<file path="config.mk">
export PLATFORM = sky130hd
export DESIGN_NAME = burst_power_ctrl
export DESIGN_NICKNAME = d
export VERILOG_FILES = /design/src/rtl/burst_pc_pkg.sv /design/src/rtl/burst_run_ctrl.sv /design/src/rtl/burst_code_path.sv /design/src/rtl/burst_power_ctrl.sv
export SDC_FILE = /design/constraint.sdc
export NUM_CORES = 1
export LEC_CHECK = 0
export ABC_AREA = 1
export BUFFER_PORTS_ARGS = -buffer_cell sky130_fd_sc_hd__buf_2
export CORE_ASPECT_RATIO = 1.1
export CORE_MARGIN = 8
export CORE_UTILIZATION = 35
export CTS_CLUSTER_SIZE = 30
export DETAILED_ROUTE_END_ITERATION = 10
export GPL_TIMING_DRIVEN = 0
export PLACE_DENSITY = 0.56
export SETUP_SLACK_MARGIN = 0.5
export SKIP_LAST_GASP = 1
export SLEW_MARGIN = 25
export SYNTH_ARGS = -nofsm -noshare
export SYNTH_HDL_FRONTEND = slang
export SYNTH_SLANG_ARGS = --single-unit
</file>
<file path="constraint.sdc">
create_clock -name clk -period 6.9 [get_ports clk]
set_input_delay 1.38 -clock clk [delete_from_list [all_inputs] [get_ports clk]]
set_output_delay 1.38 -clock clk [all_outputs]
set_load 0.01 [all_outputs]
</file>
<file path="src/rtl/burst_pc_pkg.sv">
package burst_pc_pkg;
  // Strobes from run control to the code datapath
  typedef struct packed {
    logic stepBias;  // a qualifying run of 0s: sample low-level comparator
    logic stepMod;   // a qualifying run of 1s: sample high-level comparator
  } sample_t;
endpackage

</file>
<file path="src/rtl/burst_run_ctrl.sv">
module burst_run_ctrl
  import burst_pc_pkg::*;
#(
  parameter int RUN_W = 8
) (
  input  logic             clk,
  input  logic             rst_n,
  input  logic             txBit,
  input  logic             holdEn,
  input  logic [RUN_W-1:0] runLen,
  output sample_t          sampleReq
);
  logic             prevBit;
  logic [RUN_W-1:0] runCnt;
  logic [RUN_W-1:0] nextCnt;
  logic             advanced;
  logic             qualify;

  always_comb begin
    nextCnt  = runCnt;
    advanced = 1'b0;
    if (runCnt == '0 || txBit != prevBit) begin
      nextCnt  = RUN_W'(1);
      advanced = 1'b1;
    end else if (runCnt < runLen) begin
      nextCnt  = runCnt + RUN_W'(1);
      advanced = 1'b1;
    end
  end

  assign qualify = !holdEn && advanced && (nextCnt == runLen);

  always_comb begin
    sampleReq.stepBias = qualify && !txBit;
    sampleReq.stepMod  = qualify && txBit;
  end

  always_ff @(posedge clk or negedge rst_n) begin
    if (!rst_n) begin
      runCnt  <= '0;
      prevBit <= 1'b0;
    end else if (holdEn) begin
      runCnt  <= '0;
    end else begin
      runCnt  <= nextCnt;
      prevBit <= txBit;
    end
  end
endmodule

</file>
<file path="src/rtl/burst_code_path.sv">
module burst_code_path
  import burst_pc_pkg::*;
#(
  parameter int          CODE_W    = 8,
  parameter logic [CODE_W-1:0] BIAS_INIT = 8'd128,
  parameter logic [CODE_W-1:0] MOD_INIT  = 8'd96
) (
  input  logic              clk,
  input  logic              rst_n,
  input  sample_t           sampleReq,
  input  logic              zeroAbove,
  input  logic              oneAbove,
  output logic [CODE_W-1:0] biasCode,
  output logic [CODE_W-1:0] modCode,
  output logic              biasStrobe,
  output logic              modStrobe
);
  localparam int                NLOOP    = 2;
  localparam logic [CODE_W-1:0] CODE_MAX = {CODE_W{1'b1}};

  logic [CODE_W-1:0] codeQ  [NLOOP];
  logic              stepIn [NLOOP];
  logic              above  [NLOOP];
  logic              strobeQ[NLOOP];

  assign stepIn[0] = sampleReq.stepBias;
  assign stepIn[1] = sampleReq.stepMod;
  assign above[0]  = zeroAbove;
  assign above[1]  = oneAbove;

  for (genvar g = 0; g < NLOOP; g++) begin : g_loop
    localparam logic [CODE_W-1:0] INIT = (g == 0) ? BIAS_INIT : MOD_INIT;
    logic [CODE_W-1:0] stepped;

    always_comb begin
      if (above[g])
        stepped = (codeQ[g] == '0) ? codeQ[g] : codeQ[g] - CODE_W'(1);
      else
        stepped = (codeQ[g] == CODE_MAX) ? codeQ[g] : codeQ[g] + CODE_W'(1);
    end

    always_ff @(posedge clk or negedge rst_n) begin
      if (!rst_n) begin
        codeQ[g]   <= INIT;
        strobeQ[g] <= 1'b0;
      end else begin
        strobeQ[g] <= stepIn[g];
        if (stepIn[g]) codeQ[g] <= stepped;
      end
    end
  end

  assign biasCode   = codeQ[0];
  assign modCode    = codeQ[1];
  assign biasStrobe = strobeQ[0];
  assign modStrobe  = strobeQ[1];
endmodule

</file>
<file path="src/rtl/burst_power_ctrl.sv">
module burst_power_ctrl
  import burst_pc_pkg::*;
#(
  parameter int                CODE_W    = 8,
  parameter int                RUN_W     = 8,
  parameter logic [CODE_W-1:0] BIAS_INIT = 8'd128,
  parameter logic [CODE_W-1:0] MOD_INIT  = 8'd96
) (
  input  logic              clk,
  input  logic              rst_n,
  input  logic              txBit,
  input  logic              holdEn,
  input  logic [RUN_W-1:0]  runLen,
  input  logic              zeroAbove,
  input  logic              oneAbove,
  output logic [CODE_W-1:0] biasCode,
  output logic [CODE_W-1:0] modCode,
  output logic              biasStrobe,
  output logic              modStrobe
);
  sample_t sampleReq;

  burst_run_ctrl #(.RUN_W(RUN_W)) ctrl_i (
    .clk(clk), .rst_n(rst_n), .txBit(txBit), .holdEn(holdEn),
    .runLen(runLen), .sampleReq(sampleReq)
  );

  burst_code_path #(.CODE_W(CODE_W), .BIAS_INIT(BIAS_INIT), .MOD_INIT(MOD_INIT)) path_i (
    .clk(clk), .rst_n(rst_n), .sampleReq(sampleReq),
    .zeroAbove(zeroAbove), .oneAbove(oneAbove),
    .biasCode(biasCode), .modCode(modCode),
    .biasStrobe(biasStrobe), .modStrobe(modStrobe)
  );
endmodule

</file>
==> results of run 1 <==
cells in the mapped netlist, drive strengths merged:
| cell type | number | area (sq um) |
|---|---|---|
| clkbuf | 1 | 3.75 |
| nand4 | 28 | 188 |
| nor4 | 3 | 18.8 |
| dfrtp | 24 | 601 |
| inv | 42 | 158 |
| and2 | 2 | 13.8 |
| xor2 | 13 | 114 |
| a31oi | 1 | 12.5 |
| o41ai | 1 | 8.76 |
| o21ai | 5 | 25.0 |
| fa | 2 | 40.0 |
| a21oi | 13 | 65.1 |
| buf | 6 | 58.8 |
| nand3 | 23 | 158 |
| xnor2 | 4 | 35.0 |
| nor3 | 5 | 30.0 |
| nor2 | 22 | 108 |
| o21bai | 2 | 15.0 |
| nand2 | 100 | 408 |
| ha | 21 | 263 |
| a41o | 1 | 10.0 |
| dfstp | 3 | 78.8 |
| a41oi | 1 | 27.5 |
registers in the layout, summed over array words and instances (netlist names):
signal             cells
path_i.modCode         8
path_i.modStrobe       1
ctrl_i.runCnt          8
ctrl_i.prevBit         1
path_i.biasStrobe      1
path_i.biasCode        8
critical path: stages:
cell     delay [ns]
buf_2          0.09
inv_1          0.05
ha_1           0.30
a21oi_1        0.20
and2_1         0.17
buf_6          0.14
nand2_4        0.09
nand2_1        0.09
nand3_1        0.08
nand2_1        0.11
inv_1          0.04
nor2_1         0.09
nand2_1        0.06
nor2_1         0.21
nand4_2        0.25
nand2_1        0.12
nand2_1        0.05
per-stage QoR:
step / cells / util (%) / total power, mW
2_1_floorplan: 323 / - / 0.220
3_3_place_gp: 439 / 39.2 / 0.243
3_5_place_dp: 439 / 39.2 / 0.244
4_1_cts: 443 / 39.9 / 0.338
5_1_grt: 443 / 39.9 / 0.356
6_report: 443 / 39.9 / 0.335
cells in the final DEF (no fill, tap or decap), drive strengths merged, types with 2 or more instances in the layout:
| cell | n |
|---|---|
| nand2 | 100 |
| inv | 42 |
| buf | 37 |
| nand4 | 28 |
| dfrtp | 24 |
| nand3 | 23 |
| nor2 | 22 |
| ha | 21 |
| xor2 | 13 |
| a21oi | 13 |
| o21ai | 5 |
| nor3 | 5 |
| xnor2 | 4 |
| clkbuf | 4 |
| nor4 | 3 |
| dfstp | 3 |
| o21bai | 2 |
| fa | 2 |
| and2 | 2 |
where the power goes:
part / leakage [nW] / internal (mW) / switching, mW / total [mW]
sequential: 0.362 / 0.162 / 0.00419 / 0.166
combinational: 1.13 / 0.0260 / 0.0480 / 0.0740
clock: 0.0217 / 0.0410 / 0.0534 / 0.0944
total: 1.51 / 0.229 / 0.106 / 0.335
worst max-delay path by stage:
stage | end | slack [ns] | cells after the start
2_1_floorplan | path_i.modCode[3] | 3.68 | 16
3_3_place_gp | path_i.biasCode[5] | 3.22 | 17
3_5_place_dp | path_i.biasCode[2] | 3.22 | 17
4_1_cts | path_i.biasCode[0] | 3.52 | 17
5_1_grt | path_i.biasCode[4] | 3.27 | 17
6_report | path_i.biasCode[0] | 3.52 | 17
area by class of cell:
| cell class | count | share of cell area [%] |
|---|---|---|
| tap | 85 | 3.87 |
| inverter | 42 | 5.74 |
| buffer | 7 | 2.28 |
| clock inverter | 1 | 0.273 |
| timing repair buffer | 31 | 5.64 |
| clock buffer | 3 | 1.50 |
| sequential | 27 | 24.7 |
| multi-input combinational | 247 | 56.0 |
layer usage:
metal / wire [um] / vias up / share of wire (%)
met1: 2790 / 996 / 47
met3: 193 / 4 / 3.3
li1: - / 1140 / -
met4: 52 / 0 / 0.88
met2: 2840 / 26 / 48
met5: 0 / - / 0
cell families (layout without fill, tap and decap cells):
| logic type | after synthesis | after routing | share of synthesized area [%] |
|---|---|---|---|
| AO/OA/AOI/OAI | 24 | 24 | 6.72 |
| XOR/XNOR | 17 | 17 | 6.11 |
| adder cells (fa/ha/maj) | 23 | 23 | 12.4 |
| buffers and inverters | 49 | 84 | 9.03 |
| flip-flops | 27 | 27 | 27.9 |
| AND/OR/NAND/NOR | 183 | 183 | 37.9 |
==> results.txt, run 1 <==
worst path required time -> 7.08 ns
Worst R2R End -> path_i.biasCode[0]
RePlAce Congestion -> 0.859
vias in the first global route -> 2238
Tmin final -> 3.38 ns
#FFs+latches synth -> 27
Setup Viol. Count Final -> 0
area added between synthesis and finish -> 12.7%
Worst Skew -> 0.00496 ns
RSZ-0062 raised after global routing -> false
Hold Crit Class -> reg2reg
pwr dens -> 122 nW/um^2
CTS Sinks -> 27
Cell Rows -> 32
hold-critical path depth -> 2
pre-CTS WS -> 3.22 ns
first-pass GRT wire length -> 10.3 mm
Final Hold Viols -> 0
Placed Instance Area -> 2700 sq um
H-tree Lvls -> 1
die footprint -> 9900 sq um
Worst Setup SP -> runLen[7]
cells after synthesis -> 323
Final TNS setup -> 0 ns
r2r startpoint -> ctrl_i.runCnt[6]
final hold slack -> 0.496 ns
CP arrival -> 3.56 ns
initial antenna violation count -> 0
DIE HEIGHT -> 104 um
drt drc -> 0
# hold bufs at CTS -> 0
1st-pass router iterations -> 4
met3 Usage GRT -> 1.66%
Max VDD drop -> 0.0717 mV
R2R setup slack -> 4.31 ns
Ys Warns -> 0
Starting Density -> 35.4%
CTS resizes -> 0
clock transition at the registers of the reported paths -> 0.10 ns
CTS buffer count -> 3
Yosys cell types -> 35
worst skew pair latency -> 0.28 ns
port bufs -> 31
status -> completed
Synth Cell Area -> 2440 sq um
largest net degree at the start of global routing -> 28
clk buf depth -> 2
Leak -> 1.51 nW
initial drt markers -> 71
grt peak-use layer -> met2
Final nets -> 396
fin. max-slew vios -> 0
Mapped Nets -> 360
Worst Tran Pin Value -> 0.601 ns
n_diodes -> 0
Overall Global Routing Usage -> 12.4%
HPWL Detailed -> 4.68 mm
CP Class -> in2reg
post-CTS setup buffers -> 0
via count -> 2166
WL final -> 5.88 mm
share of cells above drive strength 1 -> 21.2%
Die Span X -> 95.6 um
final worst-path cycle share -> 49.0%
crit start category -> primary input
hold path start -> path_i.biasCode[7]
sequential share of the synthesized area -> 27.9%
Overflow after GRT -> 0
DRT antenna net count -> 0
area used by multi-input combinational logic -> 1540 sq um
Root Driver -> clkbuf_8
Rel. slew slack -> 59.9%
register area -> 679 sq um
routing usage on met2 -> 20.6%
Max Clock Freq -> 296 MHz
CTS tree -> done
crit path max fanout -> 8
Vias/cell -> 4.89
Fill cells -> 744
Ports -> 32
Syn Area/Cell -> 7.55 sq um
max cap viols -> 0
final setup margin -> 3.52 ns
Setup crit end kind -> flop
hold endpoint -> path_i.biasCode[7]
WL/cell -> 13.3 um
Reg2Reg Depth -> 15
Placeable Area -> 6890 sq um
met1 Track Usage GR -> 16.1%
post-route cell area -> 2750 sq um
Note: power is estimated with default switching activity, not from simulation.
==> inputs of run 2 (changes only) <==
- ABC_AREA: 1 -> 0
- clock period: 6.9 -> 3.3 ns (I/O delays scaled with it)
==> results.txt, run 2 <==
CTS Sinks -> 27 (unchanged)
first-pass GRT wire length -> 9.72 mm (-5.7%)
initial drt markers -> 67 (-5.6%)
crit start category -> flop
Placeable Area -> 6520 sq um (-5.4%)
pwr dens -> 236 nW/um^2 (+94%)
asr flop ratio synth -> 100% (unchanged)
vias in the first global route -> 2053 (-8.3%)
r2r startpoint -> ctrl_i.runCnt[1]
Syn Area/Cell -> 9.89 sq um (+31%)
1st-pass router iterations -> 4 (unchanged)
n_diodes -> 0 (unchanged)
#FFs+latches synth -> 27 (unchanged)
Pint -> 519 uW (+130%)
worst path required time -> 3.47 ns (-3.61 ns)
via count -> 2031 (-6.2%)
WP buf/inv -> 3 (-1)
RSZ-0062 raised after global routing -> true
Worst Setup SP -> ctrl_i.runCnt[1]
max cap viols -> 0 (unchanged)
sequential power share -> 46.2% (-3.4 points)
Worst Skew -> 0.00370 ns (-0.00127 ns)
R2R setup slack -> 0.08 ns (-4.23 ns)
sequential share of the synthesized area -> 29.1% (+1.3 points)
post-route cell area -> 3130 sq um (+14%)
DRT antenna net count -> 0 (unchanged)
Worst Tran Pin Value -> 0.841 ns (+0.240 ns)
CP arrival -> 3.39 ns (-0.17 ns)
worst skew pair latency -> 0.28 ns (about the same)
Placed Instance Area -> 2680 sq um (-0.65%)
Tmin final -> 3.22 ns
# hold bufs at CTS -> 0 (unchanged)
Root Driver -> clkbuf_8
cells after synthesis -> 236 (-27%)
Yosys top cell area share -> 25.7% (+1.1 points)
delay-heaviest family, CP -> simple AND/OR/NAND/NOR gates
slowest CP cell -> or4b_4
crit-path most repeated cell -> buf_4
WL/cell -> 15.2 um (+15%)
clock transition at the registers of the reported paths -> 0.10 ns (about the same)
Hold Crit Class -> in2async
Overall Global Routing Usage -> 12.6% (+0.18 points)
fin util -> 48.0% (+8.1 points)
most numerous cell in the Yosys netlist -> dfrtp_1
Max VDD drop -> 0.131 mV (+82%)
Overflow after GRT -> 0 (unchanged)
P_sw -> 220 uW (+110%)
number of synthesized flops with an enable pin -> 0 (unchanged)
Rel. slew slack -> 43.2% (-17 points)
Leak -> 1.37 nW (-9.4%)
Starting Density -> 35.8% (+0.40 points)
Synth area leader -> dfrtp_1
Ports -> 32 (unchanged)
most frequent standard cell in the layout excluding fill and tap cells -> buf_2
Final nets -> 340 (-14%)
most frequent cells in the layout -> buf_2, buf_4, dfrtp_1
CP Class -> reg2reg
Post-synth top cells -> dfrtp_1, ha_1, xnor2_1
die footprint -> 9540 sq um (-3.6%)
status -> completed
Combinational Power Share -> 27.2% (+5.1 points)
Cell Rows -> 31 (-3.1%)
RePlAce Congestion -> 0.809 (-5.8%)
initial antenna violation count -> 0 (unchanged)
area added between synthesis and finish -> 34.1%
share of cells above drive strength 1 -> 38.7% (+18 points)
drt drc -> 0 (unchanged)
final worst-path cycle share -> 97.5%
DIE HEIGHT -> 102 um (-1.8%)
commonest register cell after synthesis -> dfrtp_1
clock network fraction of total power -> 26.6% (-1.6 points)
Synth area leaders -> dfrtp_1, ha_1, xnor2_1
Mapped Nets -> 273 (-24%)
Setup Viol. Count Final -> 0 (unchanged)
fin. max-slew vios -> 0 (unchanged)
Max Clock Freq -> 311 MHz
clk buf depth -> 2 (unchanged)
Setup crit end kind -> flop
Die Span X -> 93.9 um (-1.8%)
port bufs -> 30 (-3.2%)
Net Sw Frac -> 29.8% (-1.8 points)
CTS buffer count -> 3 (unchanged)
Vias/cell -> 5.29 (+8.2%)
Yosys cell types -> 55 (+57%)
CTS tree -> done
crit path cell chain -> inv_1 > ha_4 > or4b_4 > o41a_4 > buf_4 > and3_1 > a2111o_1 > nor4b_4 > buf_4 > mux2_4
Final Hold Viols -> 0 (unchanged)
HPWL Detailed -> 4.10 mm (-12%)
crit path max fanout -> 4 (-4)
Ys Warns -> 0 (unchanged)
crit-path max cell delay -> 0.48 ns (+0.18 ns)
H-tree Lvls -> 1 (unchanged)
WL final -> 5.84 mm (-0.75%)
largest net degree at the start of global routing -> 28 (unchanged)
Synth Cell Area -> 2330 sq um (-4.3%)
==> run 2: changes by cell type in the layout (fill, tap and decap cells not counted), moves of 7 or more <==
cell	before	now
xor2_1	13	3
xnor2_1	4	16
nand4_1	26	4
mux2_4	0	8
buf_4	0	26
nand2_2	10	1
inv_1	40	11
nand2_1	89	9
nor2b_1	0	7
nand3_1	16	4
nor3_1	4	12
==> run 2: metrics by stage <==
stage	total power, mW	worst slack (ns)	hold WS, ns	cells	setup TNS [ns]
2_1_floorplan	0.459	-0.0769	0.364	236	-0.334
4_1_cts	0.728	0.0877	0.431	372	0
3_5_place_dp	0.506	-0.599	0.532	348	-7.26
3_3_place_gp	0.506	-0.594	0.530	348	-7.19
6_report	0.740	0.0831	0.404	384	0
5_1_grt	0.788	-0.0218	0.447	384	-0.0939
==> run 2: layout make-up <==
type | instances | area [sq um]
Clock buffer | 4 | 45.0
Buffer | 5 | 27.5
Tap cell | 82 | 103
Inverter | 17 | 81.3
Fill cell | 653 | 3390
Multi-Input combinational cell | 187 | 1770
Sequential cell | 27 | 682
Timing Repair Buffer | 62 | 425
==> run 2: final timing paths <==
| path | cells after the start | endpoint |
|---|---|---|
| max in group asynchronous | 1 | ctrl_i.runCnt[3] |
| worst min-delay path | 1 | ctrl_i.runCnt[4] |
| worst min register to register | 1 | path_i.modCode[7] |
| worst max-delay path | 10 | path_i.biasCode[3] |
| worst max register to register | 10 | path_i.biasCode[3] |
| min in group clk | 1 | path_i.modCode[7] |
==> run 2: cell families after synthesis <==
kind of cell / Yosys count / share of synthesized area [%]
AO/OA/AOI/OAI: 50 / 16.8
XOR/XNOR: 23 / 9.28
adder cells (fa/ha/maj): 23 / 13.0
buffers and inverters: 22 / 3.91
flip-flops: 27 / 29.1
multiplexers: 18 / 9.54
AND/OR/NAND/NOR: 73 / 18.4
==> run 2: timing repair <==
item,4_1_cts,5_1_grt
setup buffers,20,12
pin swaps,8,13
endpoints found under the setup margin,18,18
gates resized for setup,11,21
==> run 2: per-layer routing <==
metal	wire length, um	track usage (%)	share of wire (%)	vias to the layer above
met4	98	3.54	1.7	0
met1	2680	16.0	46	988
met2	2850	20.8	49	31
met5	0	0	0	-
met3	199	2.59	3.4	10
li1	-	-	-	1002
==> run 2: power by group through the flow <==
| stage | clock network, mW | registers (mW) | logic [mW] |
|---|---|---|---|
| 4_1_cts | 0.206 | 0.341 | 0.181 |
| 6_report | 0.197 | 0.342 | 0.201 |
| 5_1_grt | 0.223 | 0.343 | 0.222 |
| 3_3_place_gp | 0 | 0.348 | 0.157 |
| 2_1_floorplan | 0 | 0.348 | 0.111 |
| 3_5_place_dp | 0 | 0.349 | 0.158 |
